[src/rtl/pt_walk_pkg.sv]
package pt_walk_pkg;
  typedef enum logic [1:0] {
    WALK_OK         = 2'd0,
    WALK_PAGE_FAULT = 2'd1,
    WALK_PROT_FAULT = 2'd2
  } walk_status_e;

  typedef enum logic [2:0] {
    S_IDLE,
    S_RD_PDE,
    S_CHK_PDE,
    S_RD_PTE,
    S_CHK_PTE,
    S_DONE
  } walk_state_e;

  localparam int unsigned P_BIT = 0;
  localparam int unsigned W_BIT = 1;
  localparam int unsigned U_BIT = 2;
endpackage

[src/rtl/pt_addr_gen.sv]
module pt_addr_gen #(
  parameter int unsigned ADDR_W    = 32,
  parameter int unsigned DIR_IDX_W = 10,
  parameter int unsigned TBL_IDX_W = 10,
  parameter int unsigned ENT_SHIFT = 2
) (
  input  logic [ADDR_W-1:0]                     vaddr_i,
  input  logic [ADDR_W-1:0]                     dir_base_i,
  input  logic [DIR_IDX_W+TBL_IDX_W-1:0]        pde_frame_i,
  output logic [ADDR_W-1:0]                     pde_addr_o,
  output logic [ADDR_W-1:0]                     pte_addr_o
);
  localparam int unsigned OFS_W = ADDR_W - DIR_IDX_W - TBL_IDX_W;

  logic [DIR_IDX_W-1:0] dir_idx;
  logic [TBL_IDX_W-1:0] tbl_idx;

  assign dir_idx = vaddr_i[ADDR_W-1 -: DIR_IDX_W];
  assign tbl_idx = vaddr_i[OFS_W +: TBL_IDX_W];

  assign pde_addr_o = dir_base_i + (ADDR_W'(dir_idx) << ENT_SHIFT);
  assign pte_addr_o = {pde_frame_i, {OFS_W{1'b0}}} + (ADDR_W'(tbl_idx) << ENT_SHIFT);
endmodule

[src/rtl/pt_perm_check.sv]
module pt_perm_check
  import pt_walk_pkg::*;
(
  input  logic         present_i,
  input  logic         writable_i,
  input  logic         user_i,
  output walk_status_e status_o
);
  // user write needs all three; missing present wins over rights
  always_comb begin
    if (!present_i)                 status_o = WALK_PAGE_FAULT;
    else if (!(writable_i && user_i)) status_o = WALK_PROT_FAULT;
    else                            status_o = WALK_OK;
  end
endmodule

[src/rtl/pt_walker.sv]
module pt_walker
  import pt_walk_pkg::*;
#(
  parameter int unsigned ADDR_W    = 32,
  parameter int unsigned DIR_IDX_W = 10,
  parameter int unsigned TBL_IDX_W = 10,
  parameter int unsigned ENT_SHIFT = 2
) (
  input  logic              clk_i,
  input  logic              rst_ni,
  input  logic              req_valid_i,
  output logic              req_ready_o,
  input  logic [ADDR_W-1:0] req_vaddr_i,
  input  logic [ADDR_W-1:0] req_dir_base_i,
  output logic              mem_req_o,
  output logic [ADDR_W-1:0] mem_addr_o,
  input  logic              mem_ack_i,
  input  logic [ADDR_W-1:0] mem_rdata_i,
  output logic              done_o,
  output logic [1:0]        status_o,
  output logic [ADDR_W-1:0] paddr_o,
  output logic [ADDR_W-1:0] pte_o
);
  localparam int unsigned OFS_W   = ADDR_W - DIR_IDX_W - TBL_IDX_W;
  localparam int unsigned FRAME_W = ADDR_W - OFS_W;

  walk_state_e              state_q;
  logic [ADDR_W-1:0]        vaddr_q, base_q, pte_q, paddr_q;
  logic [FRAME_W-1:0]       pde_frame_q;
  logic                     pde_p_q, pde_w_q, pde_u_q;
  walk_status_e             status_q, pde_st, pte_st;
  logic [ADDR_W-1:0]        pde_addr, pte_addr;

  pt_addr_gen #(
    .ADDR_W(ADDR_W), .DIR_IDX_W(DIR_IDX_W),
    .TBL_IDX_W(TBL_IDX_W), .ENT_SHIFT(ENT_SHIFT)
  ) u_addr (
    .vaddr_i    (vaddr_q),
    .dir_base_i (base_q),
    .pde_frame_i(pde_frame_q),
    .pde_addr_o (pde_addr),
    .pte_addr_o (pte_addr)
  );

  pt_perm_check u_pde_chk (
    .present_i (pde_p_q),
    .writable_i(pde_w_q),
    .user_i    (pde_u_q),
    .status_o  (pde_st)
  );

  pt_perm_check u_pte_chk (
    .present_i (pte_q[P_BIT]),
    .writable_i(pte_q[W_BIT]),
    .user_i    (pte_q[U_BIT]),
    .status_o  (pte_st)
  );

  always_ff @(posedge clk_i or negedge rst_ni) begin
    if (!rst_ni) begin
      state_q     <= S_IDLE;
      vaddr_q     <= '0;
      base_q      <= '0;
      pde_frame_q <= '0;
      pde_p_q     <= 1'b0;
      pde_w_q     <= 1'b0;
      pde_u_q     <= 1'b0;
      pte_q       <= '0;
      paddr_q     <= '0;
      status_q    <= WALK_OK;
    end else begin
      unique case (state_q)
        S_IDLE: if (req_valid_i) begin
          vaddr_q  <= req_vaddr_i;
          base_q   <= req_dir_base_i;
          pte_q    <= '0;
          paddr_q  <= '0;
          status_q <= WALK_OK;
          state_q  <= S_RD_PDE;
        end
        S_RD_PDE: if (mem_ack_i) begin
          pde_frame_q <= mem_rdata_i[ADDR_W-1:OFS_W];
          pde_p_q     <= mem_rdata_i[P_BIT];
          pde_w_q     <= mem_rdata_i[W_BIT];
          pde_u_q     <= mem_rdata_i[U_BIT];
          state_q     <= S_CHK_PDE;
        end
        S_CHK_PDE: begin
          if (pde_st != WALK_OK) begin
            status_q <= pde_st;
            state_q  <= S_DONE;
          end else begin
            state_q  <= S_RD_PTE;
          end
        end
        S_RD_PTE: if (mem_ack_i) begin
          pte_q   <= mem_rdata_i;
          state_q <= S_CHK_PTE;
        end
        S_CHK_PTE: begin
          status_q <= pte_st;
          if (pte_st == WALK_OK)
            paddr_q <= {pte_q[ADDR_W-1:OFS_W], vaddr_q[OFS_W-1:0]};
          state_q <= S_DONE;
        end
        S_DONE:  state_q <= S_IDLE;
        default: state_q <= S_IDLE;
      endcase
    end
  end

  assign req_ready_o = (state_q == S_IDLE);
  assign mem_req_o   = (state_q == S_RD_PDE) || (state_q == S_RD_PTE);
  assign mem_addr_o  = (state_q == S_RD_PTE) ? pte_addr : pde_addr;
  assign done_o      = (state_q == S_DONE);
  assign status_o    = status_q;
  assign paddr_o     = paddr_q;
  assign pte_o       = pte_q;

  // request held with fixed address until acknowledged
  a_r9_req_hold: assert property (@(posedge clk_i) disable iff (!rst_ni)
    (mem_req_o && !mem_ack_i) |=> (mem_req_o && $stable(mem_addr_o)));

  // completion is a single-cycle pulse
  a_r10_done_pulse: assert property (@(posedge clk_i) disable iff (!rst_ni)
    done_o |=> !done_o);

  // success keeps the page offset and needs full rights in the entry
  a_r7_ok_offset: assert property (@(posedge clk_i) disable iff (!rst_ni)
    (done_o && status_o == WALK_OK) |->
      (paddr_o[OFS_W-1:0] == vaddr_q[OFS_W-1:0] && pte_o[U_BIT] && pte_o[W_BIT] && pte_o[P_BIT]));

  // faults never return an address
  a_r8_fault_no_addr: assert property (@(posedge clk_i) disable iff (!rst_ni)
    (done_o && status_o != WALK_OK) |-> (paddr_o == '0));

  // idle means no memory traffic and no completion
  a_r11_ready_idle: assert property (@(posedge clk_i) disable iff (!rst_ni)
    req_ready_o |-> (!mem_req_o && !done_o));
endmodule

[config.mk]
export PLATFORM = sky130hd
export DESIGN_NAME = pt_walker
export DESIGN_NICKNAME = d
export VERILOG_FILES = /design/src/rtl/pt_walk_pkg.sv /design/src/rtl/pt_addr_gen.sv /design/src/rtl/pt_perm_check.sv /design/src/rtl/pt_walker.sv
export SDC_FILE = /design/constraint.sdc
export NUM_CORES = 1
export LEC_CHECK = 0
export BUFFER_PORTS_ARGS = -buffer_cell sky130_fd_sc_hd__buf_2
export CORE_MARGIN = 10
export CORE_UTILIZATION = 53
export DETAILED_ROUTE_END_ITERATION = 8
export GPL_ROUTABILITY_DRIVEN = 0
export PLACE_DENSITY = 0.91
export REMOVE_ABC_BUFFERS = 1
export SYNTH_ARGS = -nofsm -noshare
export SYNTH_HDL_FRONTEND = slang
export SYNTH_SLANG_ARGS = --single-unit
export TNS_END_PERCENT = 50
[constraint.sdc]
create_clock -name clk_i -period 2.54 [get_ports clk_i]
set_input_delay 0.254 -clock clk_i [delete_from_list [all_inputs] [get_ports clk_i]]
set_output_delay 0.254 -clock clk_i [all_outputs]
set_load 0.005 [all_outputs]
# ---- Yosys cells after proc, flatten, opt, wreduce, memory -nomap -nowiden
# Index checks and enable logic that the tools add are counted.
dict set report classes {
  addsub 2
  reduce_logical 15
  muxes 18
  eq_ne 10
}
# op n
set op_table {}
lappend op_table {{$mux 32} 4}
lappend op_table {{$pmux 32 s2} 2}
lappend op_table {{$add 32x12->32} 2}
lappend op_table {{$pmux 3 s5} 1}
lappend op_table {{$mux 2} 6}
lappend op_table {{$mux 3} 4}
lappend op_table {{$reduce_and 3->1} 4}
lappend op_table {{$ne 2x2->1 const B} 5}
lappend op_table {{$eq 3x2->1 const B} 2}
lappend op_table {{$eq 3x3->1 const B} 2}
lappend op_table {{$pmux 2 s3} 1}
lappend op_table {{$reduce_bool 2->1} 3}
lappend op_table {{$reduce_and 2->1} 2}
lappend op_table {{$eq 3x1->1 const B} 1}
lappend op_table {{$logic_not 3->1} 1}
lappend op_table {{$reduce_bool 3->1} 1}
lappend op_table {{$logic_and 1x1->1} 2}
lappend op_table {{$logic_not 2->1} 1}
lappend op_table {{$logic_or 1x1->1} 1}
dict set report word_totals {
  ff_bits 156
}

# ---- Longest topological paths before layout
# Gate-level depths: netlist of the first run.
dict set report depth {
  word_depth 6
  mapped_depth 8
}

# ---- Cells and area by module
# Synthesis of the first run repeated with hierarchy kept, for this count alone.
dict set report hier_totals {
  cells_unflattened 661
  area_unflattened_um2 7942.6
}
# mod area_each_um2 n_inst cells_each
set modules_own_cells {}
lappend modules_own_cells {pt_walker 6789.0 1 503}
lappend modules_own_cells {pt_addr_gen 1123.6 1 154}
lappend modules_own_cells {pt_perm_check 15.0 2 2}

# ---- Worst setup path before layout of the first run
# Ideal clock, no wire load.
dict set report synth_path {
  path_kind {register -> output}
  startpoint {register base_q[2]}
  endpoint {output mem_addr_o[16]}
  n_path_buf 0
  required_ps 2286
  stages_incl_launch_ff 9
  t_arrival_ps 2171
  path_slack_ps 115
  path_cell_list {dfrtp_1 > ha_1 > fa_1 > a21o_1 > a221o_2 > a21oi_1 > nor2_1 > xnor2_1 > a21oi_1}
}
dict set report synth_between {
  elab_chain_cells 2
}
# element line_no
set synth_lines {}
lappend synth_lines {{from (decl)} pt_walker.sv:28} ;# logic [ADDR_W-1:0] vaddr_q, base_q, pte_q, paddr_q;
lappend synth_lines {{from (signal assigned)} pt_walker.sv:75} ;# base_q <= req_dir_base_i;
lappend synth_lines {{$add 32x12->32} pt_addr_gen.sv:21} ;# assign pde_addr_o = dir_base_i + (ADDR_W'(dir_idx) << ENT_SHIFT);
lappend synth_lines {{$mux 32} pt_walker.sv:114} ;# assign mem_addr_o = (state_q == S_RD_PTE) ? pte_addr : pde_addr;
lappend synth_lines {{to (decl)} pt_walker.sv:16} ;# output logic [ADDR_W-1:0] mem_addr_o,
# Every way passes these cells.

# ---- Final worst setup path of the first run
dict set report layout_path {
  startpoint {register vaddr_q[22]}
  endpoint {output mem_addr_o[28]}
}
dict set report layout_between {
  elab_chain_cells 2
}
# element line_no
set layout_lines {}
lappend layout_lines {{from (decl)} pt_walker.sv:28}
lappend layout_lines {{from (signal assigned)} pt_walker.sv:74} ;# vaddr_q <= req_vaddr_i;
lappend layout_lines {{$add 32x12->32} pt_addr_gen.sv:21}
lappend layout_lines {{$mux 32} pt_walker.sv:114}
# Every way passes these cells.

==> results of run 1 <==
==> what timing repair did <==
item	CTS	global route
buffers inserted	3	3
gates cloned	0	0
hold buffers	1	0
hold endpoints to repair	65	0
resized for setup	12	15
setup endpoints to repair	25	26
pin swaps	14	14
==> cells in the mapped netlist (2+ instances only) <==
master                      instances
sky130_fd_sc_hd__a2111oi_2          2
sky130_fd_sc_hd__a211o_1            2
sky130_fd_sc_hd__a211oi_1           2
sky130_fd_sc_hd__a21o_1             4
sky130_fd_sc_hd__a21oi_1           27
sky130_fd_sc_hd__a22oi_1            2
sky130_fd_sc_hd__a31o_2             2
sky130_fd_sc_hd__a31oi_1            3
sky130_fd_sc_hd__and2_1             4
sky130_fd_sc_hd__and3_1             3
sky130_fd_sc_hd__buf_2             17
sky130_fd_sc_hd__buf_4              9
sky130_fd_sc_hd__clkbuf_1          16
sky130_fd_sc_hd__dfrtp_1          156
sky130_fd_sc_hd__ha_1              10
sky130_fd_sc_hd__inv_1              4
sky130_fd_sc_hd__mux2_1            59
sky130_fd_sc_hd__mux2_2            27
sky130_fd_sc_hd__nand2_1          167
sky130_fd_sc_hd__nand2b_1           2
sky130_fd_sc_hd__nand3_1            6
sky130_fd_sc_hd__nand4_1            5
sky130_fd_sc_hd__nor2_1            31
sky130_fd_sc_hd__nor2b_1            4
sky130_fd_sc_hd__nor3_1             5
sky130_fd_sc_hd__nor4_1             2
sky130_fd_sc_hd__o21a_1             2
sky130_fd_sc_hd__o21ai_0           10
sky130_fd_sc_hd__o21ai_1           72
sky130_fd_sc_hd__o22ai_1            2
sky130_fd_sc_hd__xnor2_1           20
sky130_fd_sc_hd__xor2_1             5
==> area by class of cell <==
| type | instances | area, um^2 | share of cell area |
|---|---|---|---|
| Antenna cell | 4 | 10.01 | 0.001068 |
| Clock buffer | 22 | 454.2 | 0.04845 |
| Clock inverter | 10 | 141.4 | 0.01508 |
| Inverter | 4 | 15.01 | 0.001602 |
| Multi-Input combinational cell | 497 | 3286 | 0.3505 |
| Sequential cell | 156 | 3904 | 0.4164 |
| Tap cell | 176 | 220.2 | 0.02349 |
| Timing Repair Buffer | 238 | 1344 | 0.1434 |
==> stage by stage <==
stage / instances / hold slack [ns] / utilization / TNS (ns)
final: 1107 / 0.04273 / 0.7023 / -8.630
after detailed placement: 1064 / 0.3042 / 0.6430 / -0.3521
after global placement: 1064 / 0.2968 / 0.6430 / -0.003695
after CTS: 1100 / 0.03156 / 0.6954 / -8.637
after floorplan: 657 / -0.04159 / - / -115.26
after global routing: 1104 / 0.03497 / 0.7017 / -11.52
==> metal layers <==
metal	vias to the layer above	global-route usage	part of all wire
met5	-	0	0.0022
met4	6	0.07260	0.019
met3	39	0.07356	0.080
met2	209	0.3714	0.51
met1	2914	0.2465	0.39
li1	2836	-	-
==> how the worst max path moves through the flow <==
stage / from / end / slack, ns / depth (start not counted)
detailed placement: base_q[2]$_DFFE_PN0P_ / mem_addr_o[28] / -0.06 / 10
global placement: base_q[2]$_DFFE_PN0P_ / mem_addr_o[16] / -0.002 / 10
floorplan: state_q[1]$_DFFE_PN0P_ / paddr_o[1]$_DFFE_PN0P_ / -1.42 / 5
finish: vaddr_q[22]$_DFFE_PN0P_ / mem_addr_o[28] / -0.43 / 10
CTS: vaddr_q[22]$_DFFE_PN0P_ / mem_addr_o[28] / -0.47 / 10
global route: vaddr_q[22]$_DFFE_PN0P_ / mem_addr_o[14] / -0.54 / 10
==> registers in the layout, indices dropped and copies added, names as in the netlist <==
name         flops
vaddr_q         32
status_o         2
pte_o           32
paddr_o         32
state_q          3
base_q          32
pde_frame_q     20
pde_u_q          1
pde_p_q          1
pde_w_q          1
==> worst reg2reg max path, stage by stage (launching register included) <==
cell	delay (ns)
sky130_fd_sc_hd__dfrtp_1	0.50
sky130_fd_sc_hd__nor3_1	0.34
sky130_fd_sc_hd__and2_4	0.43
sky130_fd_sc_hd__buf_12	0.33
sky130_fd_sc_hd__mux2_1	0.42
==> cell families after synthesis <==
group	after synthesis	synth area share
AO/OA/AOI/OAI	140	0.1145
buffers and inverters	47	0.03198
flip-flops	156	0.5365
XOR/XNOR	25	0.03009
multiplexers	86	0.1331
AND/OR/NAND/NOR	235	0.1339
adder cells (fa/ha/maj)	11	0.01995
==> where the power goes <==
group / switching (W) / internal [W] / total (W)
Clock: 0.000991 / 0.00157 / 0.00256
Sequential: 0.000788 / 0.00349 / 0.00428
Combinational: 0.00325 / 0.00289 / 0.00614
Total: 0.00503 / 0.00795 / 0.0130
==> impl_results.rst, run 1 <==
.. list-table::
   :header-rows: 1

   * - Metric
     - Value
   * - Number of port buffers
     - 200
   * - Pin count of the biggest net entering global routing
     - 71
   * - Final-layout fill cell count
     - 1007
   * - Commonest cells after routing, fill and taps aside
     - 199 x sky130_fd_sc_hd__buf_2, 166 x sky130_fd_sc_hd__nand2_1, 156 x sky130_fd_sc_hd__dfrtp_1
   * - Die Outline Area
     - 18820 um^2
   * - Register-to-register setup slack
     - 0.39 ns
   * - Top-level I/O count
     - 201
   * - Worst Path Max Fanout
     - 4
   * - Required time at the endpoint of the critical path
     - 2.29 ns
   * - Depth of the CTS H-tree
     - 4
   * - Number of rows created at floorplan
     - 42
   * - Top area cells in the synthesized netlist
     - sky130_fd_sc_hd__dfrtp_1 54%, sky130_fd_sc_hd__mux2_1 9.1%, sky130_fd_sc_hd__nand2_1 8.6%
   * - Post-synthesis to final-layout area growth
     - 28.82%
   * - Type of element launching the critical path
     - flop
   * - Critical register-to-register path startpoint
     - state_q[2]$_DFFE_PN0P_
   * - Worst-case clock buffer depth
     - 2
   * - Number of antenna violations at the first check in global routing
     - 6
   * - Hold Path Depth
     - 2
   * - Startpoint-to-endpoint class of the critical path
     - flop to output port
   * - Count of final max-slew check failures
     - 0
   * - Maximum clock frequency
     - 0.3368 GHz
   * - Largest area contributor in the synthesized netlist
     - sky130_fd_sc_hd__dfrtp_1
   * - Per-cell via count in the routed design
     - 5.424
   * - Post-synthesis instance area
     - 7277 um^2
   * - Sink of the worst hold path
     - vaddr_q[25]$_DFFE_PN0P_
   * - Post-synth top area share
     - 0.5365
   * - Wire length of the first global-routing pass
     - 31970 um
   * - Maximum Capacitance Violations
     - 0
   * - Final Hold Fails
     - 0
   * - Root Driver
     - sky130_fd_sc_hd__clkbuf_16
   * - Most instantiated flip-flop cell in the synthesis netlist
     - sky130_fd_sc_hd__dfrtp_1
   * - Syn_area_per_cell
     - 10.40 um^2
   * - Critical path endpoint category
     - output port
   * - Share of synthesized registers carrying an async set or reset
     - 1.000
   * - Worst reg-to-reg path cell count
     - 4
   * - Net count of the finished layout
     - 1025
   * - Number of storage elements in the synthesis netlist
     - 156
   * - Worst-case clock skew
     - 0.009230 ns
   * - Worst IR Drop VDD
     - 1178 uV
   * - Sequential-to-total area share from yosys stat
     - 0.5365
   * - Startpoint of the lowest-slack hold path
     - req_vaddr_i[25]
   * - Class of the tightest hold or removal check
     - input port to flop
   * - Half-perimeter wire length after placement
     - 15180 um
   * - Synthesis warning total
     - 0
   * - Post-synthesis cell count
     - 700
   * - Run status
     - complete, but fails checks
   * - Final critical-path required period
     - 2.969 ns
   * - Signal arrival time at the worst endpoint
     - 2.72 ns
   * - Overall track demand over capacity in global routing
     - 0.2160
   * - RSZ-0062 raised after global routing
     - yes
   * - Area of all placed cells without fillers
     - 9374 um^2
   * - Clock tree from TritonCTS
     - yes
   * - Critical-path top delay cell
     - sky130_fd_sc_hd__dfrtp_1
   * - Count of unique library cells instantiated by Yosys
     - 50
   * - Total length of routed wires
     - 20830 um
   * - Number of synthesized flops with an enable pin
     - 0
   * - CTS clock-pin slew for the worst setup and hold paths
     - 0.06 ns
   * - Failing checks
     - negative setup slack
   * - Sink Count
     - 156
   * - PD cells
     - 1385 nW/um^2
   * - Starting utilization of the core area
     - 0.5452
   * - Final worst-path setup slack
     - -0.4293 ns
   * - FF-to-FF End
     - base_q[2]$_DFFE_PN0P_
   * - Cell Area, Placed
     - 8582 um^2
   * - Average wire per cell in the routed design
     - 18.81 um
   * - Static leakage power
     - 4.327 nW
   * - Chip Width
     - 137.2 um
   * - Number of nets with antenna violations after detailed routing
     - 0
   * - Share of post-route cells with drive strength above 1
     - 0.3506
   * - Most common cell after layout, fill and taps aside
     - sky130_fd_sc_hd__buf_2
   * - Share of the cycle needed by the critical path after routing
     - 1.169
   * - Worst rel slew slack
     - 0.5663
   * - Via count of the first global-routing pass
     - 6192
   * - First drt pass iteration count
     - 5
   * - Number of clock buffers inserted by TritonCTS
     - 17
   * - Count of final setup violators
     - 24
   * - Pre-CTS setup slack
     - -0.06049 ns
   * - Initial drt markers
     - 353
   * - # DRC
     - 0
   * - Worst-Margin Slew
     - 0.6505 ns
   * - Area of the core
     - 13350 um^2
   * - Number of vias after detailed routing
     - 6004
   * - Total overflow reported by the global router
     - 0
   * - Insertion delay to the later sink of the worst-skew pair
     - 0.42 ns
   * - Total Power
     - 0.01298 W
   * - Worst Path Buf+Inv
     - 2
   * - Cells traversed along the worst timing path
     - ha_2 -> fa_2 -> a21o_1 -> a221o_2 -> a22oi_2 -> buf_6 -> nor3_2 -> xnor2_1 -> o21ai_1 -> buf_2
   * - Die height
     - 137.2 um
   * - Family with the most delay on the worst path
     - compound AO/OA/AOI/OAI gates
   * - Worst stage delay on the critical path
     - 0.39 ns
(Power assumes the default switching activity.)
==> run 2: changes to the inputs <==
ABC_AREA = 1   (was unset)
PLACE_DENSITY = 0.9   (was 0.91)
==> run 2 against run 1 <==
Against the previous run:
- synthesized cell count grew 28%
- global-route usage shrank 0.12 points
- the flow still finishes with violations (negative setup slack)
- critical path depth grew 2
- worst setup slack gained 0.36 ns
- critical endpoint is now mem_addr_o[24]
- critical path type unchanged
- highest routed layer unchanged
==> impl_results.rst, run 2 <==
.. list-table::
   :header-rows: 1

   * - Metric
     - Value
   * - Run status
     - complete, but fails checks
   * - Number of synthesized flops with an enable pin
     - 0
   * - Commonest cells after routing, fill and taps aside
     - 198 x sky130_fd_sc_hd__buf_2, 156 x sky130_fd_sc_hd__dfrtp_1, 155 x sky130_fd_sc_hd__nand2_1
   * - Top area cells in the synthesized netlist
     - sky130_fd_sc_hd__dfrtp_1 50%, sky130_fd_sc_hd__mux2_2 10%, sky130_fd_sc_hd__nand2_1 8.8%
   * - Chip Width
     - 141.4 um
   * - Wire length of the first global-routing pass
     - 34930 um
   * - Largest family of logic cells by synthesized area
     - simple AND/OR/NAND/NOR gates
   * - Multiplexer share of the synthesized area
     - 0.09952
   * - Type of element launching the critical path
     - flop
   * - Most instantiated flip-flop cell in the synthesis netlist
     - sky130_fd_sc_hd__dfrtp_1
   * - Count of final max-slew check failures
     - 0
   * - Sequential-to-total area share from yosys stat
     - 0.5000
   * - Number of nets with antenna violations after detailed routing
     - 0
   * - Startpoint of the lowest-slack hold path
     - req_vaddr_i[7]
   * - Smallest hold slack
     - 0.06068 ns
   * - Per-cell via count in the routed design
     - 5.394
   * - Top-level I/O count
     - 201
   * - Class of the tightest hold or removal check
     - input port to flop
   * - Final worst-path setup slack
     - -0.06455 ns
   * - Share of post-route cells with drive strength above 1
     - 0.3600
   * - RSZ-0062 raised after global routing
     - yes
   * - Initial drt markers
     - 430
   * - Depth of the CTS H-tree
     - 4
   * - Synthesized-area fraction occupied by xor and xnor cells
     - 0.006731
   * - Clock tree from TritonCTS
     - yes
   * - Required time at the endpoint of the critical path
     - 2.29 ns
   * - Library cell with the highest instance count after synthesis
     - sky130_fd_sc_hd__nand2_1
   * - Starting utilization of the core area
     - 0.5392
   * - Critical register-to-register path startpoint
     - state_q[2]$_DFFE_PN0P_
   * - Number of port buffers
     - 200
   * - Number of antenna violations at the first check in global routing
     - 5
   * - Signal arrival time at the worst endpoint
     - 2.35 ns
   * - Die Outline Area
     - 19990 um^2
   * - Grt met1 use
     - 0.2539
   * - Hold Path Depth
     - 2
   * - Maximum clock frequency
     - 0.3839 GHz
   * - Total overflow reported by the global router
     - 0
   * - FF-to-FF End
     - pte_o[1]$_DFFE_PN0P_
   * - Startpoint-to-endpoint class of the critical path
     - flop to output port
   * - Area of the core
     - 14480 um^2
   * - Largest area contributor in the synthesized netlist
     - sky130_fd_sc_hd__dfrtp_1
   * - Half-perimeter wire length after placement
     - 15540 um
   * - Failing checks
     - negative setup slack
   * - Count of final setup violators
     - 2
   * - Post-synthesis share of cell area spent on full adders, half adders and majority gates
     - 0.01859
   * - Share of the cycle needed by the critical path after routing
     - 1.025
   * - First drt pass iteration count
     - 5
   * - Pre-CTS setup slack
     - 0.02378 ns
   * - Post-synthesis cell count
     - 896
   * - Post-synthesis to final-layout area growth
     - 27.68%
   * - Grt met3 use
     - 0.08278
   * - Number of clock buffers inserted by TritonCTS
     - 17
   * - Worst Path Max Fanout
     - 4
   * - Pin count of the biggest net entering global routing
     - 71
   * - Register-to-register setup slack
     - 0.31 ns
   * - Worst-Margin Slew
     - 0.6114 ns
   * - Post-synth top area share
     - 0.5000
   * - Net count of the finished layout
     - 1209
   * - Via count of the first global-routing pass
     - 7008
   * - Core utilization of the finished layout
     - 0.6885
   * - Insertion delay to the later sink of the worst-skew pair
     - 0.42 ns
   * - Number of storage elements in the synthesis netlist
     - 156
   * - Post-synth top cells
     - 183 x sky130_fd_sc_hd__nand2_1, 156 x sky130_fd_sc_hd__dfrtp_1, 125 x sky130_fd_sc_hd__inv_1
   * - CTS clock-pin slew for the worst setup and hold paths
     - 0.06 ns
   * - Root Driver
     - sky130_fd_sc_hd__clkbuf_16
   * - Final critical-path required period
     - 2.605 ns
   * - Area fraction in compound gates after synthesis
     - 0.07292
   * - Synthesis warning total
     - 0
   * - Static leakage power
     - 4.991 nW
   * - Met2 layer usage reported by global route
     - 0.3533
   * - PD cells
     - 1332 nW/um^2
   * - Worst-case clock buffer depth
     - 2
   * - Number of rows created at floorplan
     - 44
   * - Worst rel slew slack
     - 0.5918
   * - Die height
     - 141.4 um
   * - Post-synthesis instance area
     - 7807 um^2
   * - Number of vias after detailed routing
     - 7007
   * - Most common cell after layout, fill and taps aside
     - sky130_fd_sc_hd__buf_2
   * - Final Hold Fails
     - 0
   * - Maximum Capacitance Violations
     - 0
   * - Overall track demand over capacity in global routing
     - 0.2148
   * - Worst reg-to-reg path cell count
     - 8
   * - Sink Count
     - 156
   * - Critical path endpoint category
     - output port
   * - Share of synthesized registers carrying an async set or reset
     - 1.000
   * - Syn_area_per_cell
     - 8.714 um^2
   * - # DRC
     - 0
   * - Count of unique library cells instantiated by Yosys
     - 33
   * - Worst IR Drop VDD
     - 590.1 uV
   * - Sink of the worst hold path
     - vaddr_q[7]$_DFFE_PN0P_
   * - Average wire per cell in the routed design
     - 17.56 um
   * - Worst-case clock skew
     - 0.006415 ns
   * - Post-synthesis simple-gate area fraction
     - 0.2093
   * - Routing layer with the top usage in global route
     - met2
   * - Total length of routed wires
     - 22810 um
## run 2: cell count changes in the layout (fill, tap and decap cells not counted), sizes merged, moves of 14 or more
cell / delta
xnor2: -14
inv: +127
nand3: +114
nand2: +16
buf: -17
nor2: +25
mux2: -17
## run 2: through the flow
stage          cell area (um^2)  instances  total power, W  TNS [ns]
3_3_place_gp               8956       1252        0.009585         0
3_5_place_dp               8956       1252        0.009810         0
2_1_floorplan              7574        858        0.007576    -77.13
6_report                   9968       1299         0.01328  -0.06532
5_1_grt                    9961       1296         0.01416   -0.9488
4_1_cts                    9692       1288         0.01252  -0.04562
## run 2: cells by family after synthesis
family | after synthesis
adder cells (fa/ha/maj) | 11
buffers and inverters | 169
AO/OA/AOI/OAI | 106
AND/OR/NAND/NOR | 379
XOR/XNOR | 6
flip-flops | 156
multiplexers | 69
## run 2: how the worst max path moves through the flow
stage | startpoint | end | slack, ns | cells past startpoint
floorplan | state_q[1]$_DFFE_PN0P_ | paddr_o[0]$_DFFE_PN0P_ | -1.01 | 7
global placement | base_q[2]$_DFFE_PN0P_ | mem_addr_o[30] | 0.17 | 12
detailed placement | base_q[2]$_DFFE_PN0P_ | mem_addr_o[30] | 0.02 | 12
CTS | vaddr_q[22]$_DFFE_PN0P_ | mem_addr_o[30] | -0.03 | 12
global route | base_q[9]$_DFFE_PN0P_ | mem_addr_o[24] | -0.16 | 12
finish | base_q[9]$_DFFE_PN0P_ | mem_addr_o[24] | -0.06 | 12
## run 2: timing repair
item                                    in CTS  in global routing
endpoints found under the hold margin       44                  0
pin swaps                                    5                 21
gates resized for setup                     30                 55
hold buffers                                 1                  0
endpoints found under the setup margin      20                 25
buffers inserted                             3                  7
## run 2: cell type report
| class | instances | area [um^2] |
|---|---|---|
| Clock buffer | 22 | 484.2 |
| Inverter | 131 | 491.7 |
| Tap cell | 184 | 230.2 |
| Sequential cell | 156 | 3904 |
| Clock inverter | 10 | 66.31 |
| Antenna cell | 4 | 10.01 |
| Timing Repair Buffer | 221 | 1236 |
| Multi-Input combinational cell | 571 | 3546 |
| Fill cell | 1079 | 4511 |
## run 2: critical path, cell delays in order (launching register included)
cell and delay [ns]:
sky130_fd_sc_hd__dfrtp_1 0.42, sky130_fd_sc_hd__ha_4 0.32, sky130_fd_sc_hd__nand2_1 0.06, sky130_fd_sc_hd__nand2_1 0.10, sky130_fd_sc_hd__inv_1 0.08, sky130_fd_sc_hd__o21ai_0 0.25, sky130_fd_sc_hd__nand3_1 0.18, sky130_fd_sc_hd__nand2_2 0.12
sky130_fd_sc_hd__nand2_2 0.06, sky130_fd_sc_hd__nand2_2 0.08, sky130_fd_sc_hd__nand2_1 0.06, sky130_fd_sc_hd__nand2_1 0.08, sky130_fd_sc_hd__buf_2 0.12
## run 2: metal layers
layer  part of all wire  wire (um)
met1               0.40       9060
met2               0.49      11070
met3              0.095       2171
met4              0.021        488
met5            0.00088         20
## run 2: power breakdown
part / internal (W) / switching [W]
registers: 0.00346 / 0.000763
logic: 0.00286 / 0.00385
clock network: 0.00135 / 0.000995
total: 0.00767 / 0.00561
